### src/rtl/clkcfg_pkg.sv
package clkcfg_pkg;
    localparam int ADDR_W = 3;
    localparam int DATA_W = 8;

    localparam logic [ADDR_W-1:0] A_CTRL  = 3'd0;
    localparam logic [ADDR_W-1:0] A_SWFS  = 3'd1;
    localparam logic [ADDR_W-1:0] A_LIMIT = 3'd2;
    localparam logic [ADDR_W-1:0] A_KICK  = 3'd3;
    localparam logic [ADDR_W-1:0] A_STRAP = 3'd4;

    localparam int CB_SWUSE = 0;
    localparam int CB_WDEN  = 1;
    localparam int CB_FBSW  = 2;

    typedef enum logic       {SP_WAIT, SP_LOCKED}          strap_st_e;
    typedef enum logic [1:0] {WD_OFF, WD_RUN, WD_EXPIRED}  wd_st_e;
    typedef enum logic       {RP_IDLE, RP_PULSE}           rp_st_e;
endpackage

### src/rtl/clkcfg_tick.sv
module clkcfg_tick #(
    parameter int PRESCALE = 8
) (
    input  logic clk,
    input  logic rst_n,
    output logic tick
);
    localparam int W = (PRESCALE > 1) ? $clog2(PRESCALE) : 1;
    localparam logic [W-1:0] LAST = W'(PRESCALE - 1);

    logic [W-1:0] cnt;

    always_ff @(posedge clk or negedge rst_n) begin
        if (!rst_n)           cnt <= '0;
        else if (cnt == LAST) cnt <= '0;
        else                  cnt <= cnt + 1'b1;
    end

    assign tick = (cnt == LAST);
endmodule

### src/rtl/clkcfg_strap.sv
module clkcfg_strap
    import clkcfg_pkg::*;
#(
    parameter int FS_W   = 5,
    parameter int MULT_W = 2
) (
    input  logic              clk,
    input  logic              rst_n,
    input  logic              pg_n,
    input  logic [FS_W-1:0]   fs_pin,
    input  logic [MULT_W-1:0] mult_pin,
    output logic              locked,
    output logic [FS_W-1:0]   fs_q,
    output logic [MULT_W-1:0] mult_q
);
    strap_st_e st, st_nxt;

    always_ff @(posedge clk or negedge rst_n) begin
        if (!rst_n) begin
            st     <= SP_WAIT;
            fs_q   <= '0;
            mult_q <= '0;
        end else begin
            st <= st_nxt;
            if (st == SP_WAIT && !pg_n) begin
                fs_q   <= fs_pin;
                mult_q <= mult_pin;
            end
        end
    end

    always_comb begin
        st_nxt = st;
        unique case (st)
            SP_WAIT:   if (!pg_n) st_nxt = SP_LOCKED;
            SP_LOCKED: st_nxt = SP_LOCKED;
        endcase
    end

    always_comb locked = (st == SP_LOCKED);

    p_lock_sticky_r3: assert property (@(posedge clk) disable iff (!rst_n)
        locked |=> locked);
    p_frozen_r3: assert property (@(posedge clk) disable iff (!rst_n)
        locked |=> ($stable(fs_q) && $stable(mult_q)));
    p_capture_r2: assert property (@(posedge clk) disable iff (!rst_n)
        (!locked && !pg_n) |=> (locked && fs_q == $past(fs_pin) && mult_q == $past(mult_pin)));
endmodule

### src/rtl/clkcfg_wdog.sv
module clkcfg_wdog
    import clkcfg_pkg::*;
#(
    parameter int WD_W = 8
) (
    input  logic            clk,
    input  logic            rst_n,
    input  logic            locked,
    input  logic            enable,
    input  logic            tick,
    input  logic            kick,
    input  logic [WD_W-1:0] limit,
    output logic            expired,
    output logic            timeout_evt
);
    wd_st_e st, st_nxt;
    logic [WD_W-1:0] cnt;
    logic [WD_W:0]   cnt_inc;
    logic            hit;

    assign cnt_inc = {1'b0, cnt} + 1'b1;
    assign hit     = tick && (cnt_inc >= {1'b0, limit});

    always_ff @(posedge clk or negedge rst_n) begin
        if (!rst_n) begin
            st  <= WD_OFF;
            cnt <= '0;
        end else begin
            st <= st_nxt;
            if (st == WD_RUN && st_nxt == WD_RUN && !kick) begin
                if (tick) cnt <= cnt + 1'b1;
            end else begin
                cnt <= '0;
            end
        end
    end

    always_comb begin
        st_nxt = st;
        unique case (st)
            WD_OFF:     if (locked && enable) st_nxt = WD_RUN;
            WD_RUN:     if (!locked || !enable) st_nxt = WD_OFF;
                        else if (kick)          st_nxt = WD_RUN;
                        else if (hit)           st_nxt = WD_EXPIRED;
            WD_EXPIRED: if (!locked || !enable) st_nxt = WD_OFF;
                        else if (kick)          st_nxt = WD_RUN;
            default:    st_nxt = WD_OFF;
        endcase
    end

    always_comb begin
        expired     = (st == WD_EXPIRED);
        timeout_evt = (st == WD_RUN) && (st_nxt == WD_EXPIRED);
    end

    p_off_unlocked_r5: assert property (@(posedge clk) disable iff (!rst_n)
        (!locked || !enable) |=> (st == WD_OFF));
    p_expire_on_tick_r6: assert property (@(posedge clk) disable iff (!rst_n)
        (st == WD_EXPIRED && $past(st) == WD_RUN) |-> $past(tick));
    p_kick_restart_r7: assert property (@(posedge clk) disable iff (!rst_n)
        (kick && locked && enable && st != WD_OFF) |=> (st == WD_RUN && cnt == '0));
endmodule

### src/rtl/clkcfg_rstpulse.sv
module clkcfg_rstpulse
    import clkcfg_pkg::*;
#(
    parameter int PULSE_TICKS = 16
) (
    input  logic clk,
    input  logic rst_n,
    input  logic trig,
    input  logic tick,
    output logic rst_oe_n
);
    localparam int CW = $clog2(PULSE_TICKS + 1);
    localparam logic [CW-1:0] FULL = CW'(PULSE_TICKS);
    localparam logic [CW-1:0] ONE  = CW'(1);

    rp_st_e st, st_nxt;
    logic [CW-1:0] left;

    always_ff @(posedge clk or negedge rst_n) begin
        if (!rst_n) begin
            st   <= RP_IDLE;
            left <= '0;
        end else begin
            st <= st_nxt;
            if (trig)                     left <= FULL;
            else if (st == RP_PULSE && tick) left <= left - 1'b1;
        end
    end

    always_comb begin
        st_nxt = st;
        unique case (st)
            RP_IDLE:  if (trig) st_nxt = RP_PULSE;
            RP_PULSE: if (trig)                        st_nxt = RP_PULSE;
                      else if (tick && left == ONE)    st_nxt = RP_IDLE;
        endcase
    end

    always_comb rst_oe_n = (st != RP_PULSE);

    p_trig_low_r8: assert property (@(posedge clk) disable iff (!rst_n)
        trig |=> !rst_oe_n);
    p_left_range_r10: assert property (@(posedge clk) disable iff (!rst_n)
        (st == RP_PULSE) |-> (left != '0 && left <= FULL));
    p_release_r8: assert property (@(posedge clk) disable iff (!rst_n)
        $rose(rst_oe_n) |-> ($past(tick) && !$past(trig)));
endmodule

### src/rtl/clkcfg_wdog_ctrl.sv
module clkcfg_wdog_ctrl
    import clkcfg_pkg::*;
#(
    parameter int              FS_W         = 5,
    parameter int              MULT_W       = 2,
    parameter int              WD_W         = 8,
    parameter int              PRESCALE     = 8,
    parameter int              PULSE_TICKS  = 16,
    parameter logic [WD_W-1:0] WD_LIMIT_RST = 8'd200
) (
    input  logic              clk,
    input  logic              rst_n,
    input  logic              pwrgd_n,
    input  logic [FS_W-1:0]   strap_fs,
    input  logic [MULT_W-1:0] strap_mult,
    input  logic              reg_we,
    input  logic [2:0]        reg_addr,
    input  logic [7:0]        reg_wdata,
    output logic [7:0]        reg_rdata,
    output logic [FS_W-1:0]   sel_fs,
    output logic [MULT_W-1:0] sel_mult,
    output logic              strap_outputs,
    output logic              rst_oe_n
);
    logic              tick, locked, locked_d, expired, timeout_evt, kick, chg, trig;
    logic [FS_W-1:0]   hw_fs, swfs_q, nxt_fs, sel_q;
    logic [DATA_W-1:0] ctrl_q;
    logic [WD_W-1:0]   limit_q;

    clkcfg_tick #(.PRESCALE(PRESCALE)) u_tick (
        .clk(clk), .rst_n(rst_n), .tick(tick));

    clkcfg_strap #(.FS_W(FS_W), .MULT_W(MULT_W)) u_strap (
        .clk(clk), .rst_n(rst_n), .pg_n(pwrgd_n), .fs_pin(strap_fs),
        .mult_pin(strap_mult), .locked(locked), .fs_q(hw_fs), .mult_q(sel_mult));

    assign kick = reg_we && (reg_addr == A_KICK);

    clkcfg_wdog #(.WD_W(WD_W)) u_wdog (
        .clk(clk), .rst_n(rst_n), .locked(locked), .enable(ctrl_q[CB_WDEN]),
        .tick(tick), .kick(kick), .limit(limit_q), .expired(expired),
        .timeout_evt(timeout_evt));

    always_ff @(posedge clk or negedge rst_n) begin
        if (!rst_n) begin
            ctrl_q  <= '0;
            swfs_q  <= '0;
            limit_q <= WD_LIMIT_RST;
        end else if (reg_we) begin
            case (reg_addr)
                A_CTRL:  ctrl_q  <= reg_wdata;
                A_SWFS:  swfs_q  <= reg_wdata[FS_W-1:0];
                A_LIMIT: limit_q <= reg_wdata[WD_W-1:0];
                default: ;
            endcase
        end
    end

    always_comb begin
        case (reg_addr)
            A_CTRL:  reg_rdata = ctrl_q;
            A_SWFS:  reg_rdata = DATA_W'(swfs_q);
            A_LIMIT: reg_rdata = DATA_W'(limit_q);
            A_STRAP: reg_rdata = DATA_W'({sel_mult, hw_fs});
            default: reg_rdata = '0;
        endcase
    end

    always_comb begin
        if (expired) nxt_fs = ctrl_q[CB_FBSW]  ? swfs_q : hw_fs;
        else         nxt_fs = ctrl_q[CB_SWUSE] ? swfs_q : hw_fs;
    end

    always_ff @(posedge clk or negedge rst_n) begin
        if (!rst_n) begin
            sel_q    <= '0;
            locked_d <= 1'b0;
        end else begin
            sel_q    <= nxt_fs;
            locked_d <= locked;
        end
    end

    assign chg           = locked_d && (sel_q != nxt_fs);
    assign trig          = timeout_evt || chg;
    assign sel_fs        = sel_q;
    assign strap_outputs = locked;

    clkcfg_rstpulse #(.PULSE_TICKS(PULSE_TICKS)) u_pulse (
        .clk(clk), .rst_n(rst_n), .trig(trig), .tick(tick), .rst_oe_n(rst_oe_n));

    p_chg_pulse_r9: assert property (@(posedge clk) disable iff (!rst_n)
        (locked_d && $past(locked_d) && sel_q != $past(sel_q)) |-> !rst_oe_n);
    p_mode_flag_r2: assert property (@(posedge clk) disable iff (!rst_n)
        $rose(strap_outputs) |-> !$past(pwrgd_n));
endmodule

### config.mk
export PLATFORM = sky130hd
export DESIGN_NAME = clkcfg_wdog_ctrl
export DESIGN_NICKNAME = d
export VERILOG_FILES = /design/src/rtl/clkcfg_pkg.sv /design/src/rtl/clkcfg_tick.sv /design/src/rtl/clkcfg_strap.sv /design/src/rtl/clkcfg_wdog.sv /design/src/rtl/clkcfg_rstpulse.sv /design/src/rtl/clkcfg_wdog_ctrl.sv
export SDC_FILE = /design/constraint.sdc
export NUM_CORES = 1
export LEC_CHECK = 0
export ABC_AREA = 1
export CAP_MARGIN = 10
export CORE_MARGIN = 5
export CORE_UTILIZATION = 55
export DETAILED_ROUTE_END_ITERATION = 16
export HOLD_SLACK_MARGIN = 0.12
export PLACE_DENSITY = 0.8
export SYNTH_ARGS = -nofsm -noshare
export SYNTH_HDL_FRONTEND = slang
export SYNTH_HIERARCHICAL = 1
export SYNTH_SLANG_ARGS = --single-unit
### constraint.sdc
create_clock -name clk -period 3.19 [get_ports clk]
set_input_delay 0.319 -clock clk [delete_from_list [all_inputs] [get_ports clk]]
set_output_delay 0.319 -clock clk [all_outputs]
set_load 0.005 [all_outputs]
# Word-level counts from Yosys, hierarchy flattened

Index checks and enable logic that the tools add are counted.

Bits in registers: 54
Logic and storage cells: 76
Bits of input ports: 22
Output and inout port bits: 17

Add/subtract/negate cells: 4
Equal/unequal tests: 12
Reductions and logical operators: 22
Bitwise logic cells: 2
Mux-type cells: 22
Magnitude comparators: 1

Operator list:

| cell                  | number |
|---|---|
| $pmux W8 S4           | 1 |
| $mux W5               | 5 |
| $mux W8               | 2 |
| $mux W2               | 6 |
| $logic_and A1 B1 Y1   | 10 |
| $add A8 B1 Y9 const B | 1 |
| $ge A9 B8 Y1          | 1 |
| $add A8 B1 Y8 const B | 1 |
| $eq A3 B2 Y1 const B  | 2 |
| $eq A3 B3 Y1 const B  | 2 |
| $pmux W2 S3           | 1 |
| $reduce_and A2 Y1     | 3 |
| $eq A5 B1 Y1 const B  | 1 |
| $ne A5 B5 Y1          | 1 |
| $sub A5 B1 Y5 const B | 1 |
| $eq A2 B1 Y1 const B  | 2 |
| $eq A2 B2 Y1 const B  | 2 |
| $logic_not A1 Y1      | 4 |
| $mux W1               | 4 |
| $pmux W1 S2           | 2 |
| $add A3 B1 Y3 const B | 1 |
| $eq A3 B1 Y1 const B  | 1 |
| $logic_not A3 Y1      | 1 |
| $mux W3               | 1 |
| 5 further kinds       | 7 |

# Depth between registers and ports, before layout

Depth after elaboration: 12
Gate-level depth with buffers: 21
Depth with buffers taken out: 21

# Hierarchy

Netlist, hierarchy kept.

By module, submodules not included:

| module           | seq. area each (um2) | area each (um2) | cells each | instances |
|---|---|---|---|---|
| clkcfg_wdog_ctrl | 679.4                | 1471.4          | 190        | 1 |
| clkcfg_wdog      | 250.2                | 789.5           | 111        | 1 |
| clkcfg_rstpulse  | 150.1                | 319.1           | 38         | 1 |
| clkcfg_strap     | 200.2                | 306.5           | 32         | 1 |
| clkcfg_tick      | 75.1                 | 103.8           | 6          | 1 |

# Least setup slack after synthesis

No wires, ideal clock.

Path type: register -> register
Start point: register u_wdog.cnt[0]
End point: register u_pulse.left[0]
Setup time: 77 ps
Period minus slack after synthesis: 2266 ps
Stages on the path, launching flop included: 21
Setup slack: 924 ps
Path buffers: 0
Data arrival time: 2189 ps
Path through: dfrtp_1 -> ha_1 -> nand3_1 -> xor2_1 -> inv_1 -> ha_1 -> nand2_1 -> inv_1 -> nand2_1 -> nand3_1 -> nand2_1 -> nand2_1 -> nand2_1 -> nand2_1 -> nand4_1 -> inv_1 -> inv_1 -> nand2_1 -> inv_1 -> o21ai_0 -> a21oi_1

Longest elaborated chain between the ends: 11

RTL lines:

| element                                       | line                   | text |
|---|---|---|
| from (decl)                                   | clkcfg_wdog.sv:17      | `logic [WD_W-1:0] cnt;` |
| from (signal assigned)                        | clkcfg_wdog.sv:31      | `if (tick) cnt <= cnt + 1'b1;` |
| $add A8 B1 Y9 *                               | clkcfg_wdog.sv:21      | `assign cnt_inc = {1'b0, cnt} + 1'b1;` |
| $ge A9 B8 Y1 *                                | clkcfg_wdog.sv:22      | `assign hit = tick && (cnt_inc >= {1'b0, limit});` |
| $logic_and A1 B1 Y1 *                         | clkcfg_wdog.sv:22      |  |
| $mux W2 *                                     | clkcfg_wdog.sv:44      | `else if (hit) st_nxt = WD_EXPIRED;` |
| $mux W2 *                                     | clkcfg_wdog.sv:43      | `else if (kick) st_nxt = WD_RUN;` |
| $mux W2 *                                     | clkcfg_wdog.sv:42      | `WD_RUN: if (!locked \|\| !enable) st_nxt = WD_OFF;` |
| $pmux W2 S3 *                                 | clkcfg_wdog.sv:40      | `unique case (st)` |
| $eq A2 B2 Y1 *                                | clkcfg_wdog.sv:53      | `timeout_evt = (st == WD_RUN) && (st_nxt == WD_EXPIRED);` |
| $logic_and A1 B1 Y1 *                         | clkcfg_wdog.sv:53      |  |
| net timeout_evt                               | clkcfg_wdog_ctrl.sv:25 | `logic tick, locked, locked_d, expired, timeout_evt, kick, chg, trig;` |
| $logic_or A1 B1 Y1 *                          | clkcfg_wdog_ctrl.sv:85 | `assign trig = timeout_evt \|\| chg;` |
| net trig                                      | clkcfg_wdog_ctrl.sv:25 |  |
| $mux W5 or $reduce_bool A2 Y1 (tied branches) | --                     |  |
| to (signal assigned)                          | clkcfg_rstpulse.sv:26  | `else if (st == RP_PULSE && tick) left <= left - 1'b1;` |
| to (decl)                                     | clkcfg_rstpulse.sv:17  | `logic [CW-1:0] left;` |

The timed path passes the listed nets; every way through them passes the cells marked *.
A chain may end at the register's enable or synchronous reset.

# Final worst setup path

Same ends and word-level chain as after synthesis.

==> flow_summary.ini <==
[power]
power.density_mw_per_mm2 = 446
power_leakage_nw = 1.80
power.total_mw = 1.57
peakVddDrop_uv = 322

[setup_path]
worst_setup_path_start_kind = flop
cp.arrival_ps = 2890
critPathMaxFanout = 6
cp.required_ps = 3420
critPathCaptureType = flop
crit_type = flop to flop

[routing]
first_pass_iters = 4
wl_per_cell_um = 13.4
viasPerCell = 5.24
drc = 0
wirelength_um = 6560
drt_iter0_drc = 161
vias = 2570
postRouteAntennaNets = 0

[floorplanning]
start_util_pct = 57.5
io_pins = 39
rows = 26
dieWidth_um = 83.7
die_y_um = 83.7
floorplan.die_area_mm2 = 0.00701
core_area_mm2 = 0.00520

[cts]
cts_tree = built
cts_buffers = 5
clockBufferDepth = 2
cts_sinks = 54
clkLatencyLatePin_ps = 310
ctsHoldBuffers = 0
htreeDepth = 2
cts_root_buffer = clkbuf_8
clk_pin_slew_worst_paths_ps = 100
cts_resized = 0
cts_setup_buffers = 0

[synthesis]
postSynthCellCount = 377
ys_types = 32
ys_warn_count = 6
synth-edff-count = 0
syn_avg_cell_area_um2 = 7.93
syn_nets = 412
yosys_most_used_dff = dfrtp_1
netlist_area_mm2 = 0.00299
ys_ff_latch = 54
yosysSeqAreaShare_pct = 45.3
async_flop_share_pct = 100

[final_layout]
drive_above_1_share_pct = 9.29
final_area_mm2 = 0.00352
layout_commonest_cell = nand2_1
layout_common_cells = 121 x nand2_1, 51 x dfrtp_1, 49 x inv_1
area_growth_pct = 17.6
fin_cells = 490
antenna_cells = 0
final_nets = 454

[timing]
fin_skew_ps = 14.4
fin_crit_ps = 2660
fmax_mhz = 376
min_period_over_period_pct = 83.3
fin_hold_ws_ps = 99.8
fin_setup_tns_ps = 0
finalSetupViolCount = 0
slew_headroom_pct = 44.4
worstMarginPinSlew_ps = 833
hold_viol = 0
rsz0062_at_grt = no
maxSlewViolCount = 0

[global_route]
grt_pass1_wl_um = 11600
gr-usage-all-layers_pct = 19.9
antenna_found_initial = 0
grt_pass1_vias = 2611
grt_max_degree = 39
overflow = 0

[job]
maxCapViolCount = 0

[status]
outcome = finished, final reports clean

[placement]
placed_cell_area_mm2 = 0.00342
placed_cells = 482
gp_congestion = 0.867
port_buffers = 38
place_hpwl_um = 4950

[min_path]
hp-class = input pin to asynchronous set/reset pin
[metal layers]
layer,global-route usage (%),vias up,routed length [µm]
met4,6.87,0,103
li1,-,1276,-
met5,0,-,0
met3,4.05,12,304
met1,25.6,1216,2920
met2,33.1,66,3230
[state kept, by name, summed over array words and instances, names as in the netlist]
signal and count:
locked_d 1, ctrl_q 8, u_tick/cnt 3, u_pulse/st 1
u_strap/fs_q 5, u_wdog/cnt 8, u_wdog/st 2, u_pulse/left 5
u_strap/mult_q 2, sel_fs 5, u_strap/locked 1, swfs_q 5
limit_q 8
[cell type report]
cell class              instances  area [µm²]
multi-input cells             264        1390
clock buffers                   5        68.8
flip-flops and latches         54        1360
inverters                      55         209
fillers                       473        1690
well taps                      70        87.6
clock inverters                 3        25.0
repair buffers                 39         383
[path summary, 6_finish.rpt]
kind,startpoint,end,slack [ps],depth (start not counted)
min in group clk,u_tick/cnt[0]$_DFF_PN0_,u_tick/cnt[0]$_DFF_PN0_,450,1
hold / removal,rst_n,u_wdog/cnt[3]$_DFFE_PN0P_,100,1
setup / recovery,u_wdog/cnt[0]$_DFFE_PN0P_,u_pulse/left[0]$_DFFE_PN0P_,530,20
hold reg to reg,u_tick/cnt[0]$_DFF_PN0_,u_tick/cnt[0]$_DFF_PN0_,450,1
max in group asynchronous,rst_n,limit_q[6]$_DFFE_PN1P_,2290,2
setup reg to reg,u_wdog/cnt[0]$_DFFE_PN0P_,u_pulse/left[0]$_DFFE_PN0P_,530,20
[cells in the mapped netlist, types with 2 or more instances]
library cell  number  area (µm²)
a21oi_1            3        15.0
o21ai_0           24         120
dfrtp_1           51        1280
o21ai_2            8        70.1
inv_2              5        18.8
o2111ai_1          2        17.5
mux2i_1            2        20.0
buf_6              3        33.8
nand2_1          121         454
nand3_1           33         165
inv_1             49         184
xor2_1             6        52.6
nand2_2            2        12.5
dfstp_2            3        78.8
o21ai_1            2        10.0
nor2_4             3        33.8
nand4_1            5        31.3
nor2_1            25        93.8
nand2_4            3        33.8
nand3b_1           3        22.5
ha_1              13         163
[worst max-delay path, stage by stage (launching register included)]
cell,delay [ps]
dfrtp_1,450
ha_1,250
nand3_1,130
xor2_1,210
inv_1,70
ha_1,280
nand2_1,70
inv_1,40
nand2_1,60
nand3_1,70
nand2_1,60
nand2_1,50
nand2_1,50
nand2_1,80
nand4_1,120
inv_1,50
inv_1,50
nand2_1,70
inv_1,160
o21ai_0,120
a21oi_1,140
[stage by stage]
stage               worst slack [ps]  utilization [%]
floorplan                        924                -
global placement                 756             65.8
detailed placement               587             65.8
CTS                              545             67.6
global route                     267             67.6
finish                           531             67.6
[kinds of logic after synthesis]
group / after synthesis / synth area share [%]
adder cells (fa/ha/maj): 13 / 5.44
buffers and inverters: 59 / 8.24
XOR/XNOR: 7 / 2.05
AO/OA/AOI/OAI: 44 / 9.08
flip-flops: 54 / 45.3
AND/OR/NAND/NOR: 198 / 29.2
multiplexers: 2 / 0.669
[power breakdown]
group	switching [mW]	total, mW	internal, mW
logic	0.184	0.334	0.150
clock network	0.240	0.399	0.159
registers	0.0725	0.835	0.763
total	0.496	1.57	1.07
Note: power is estimated with default switching activity, not from simulation.
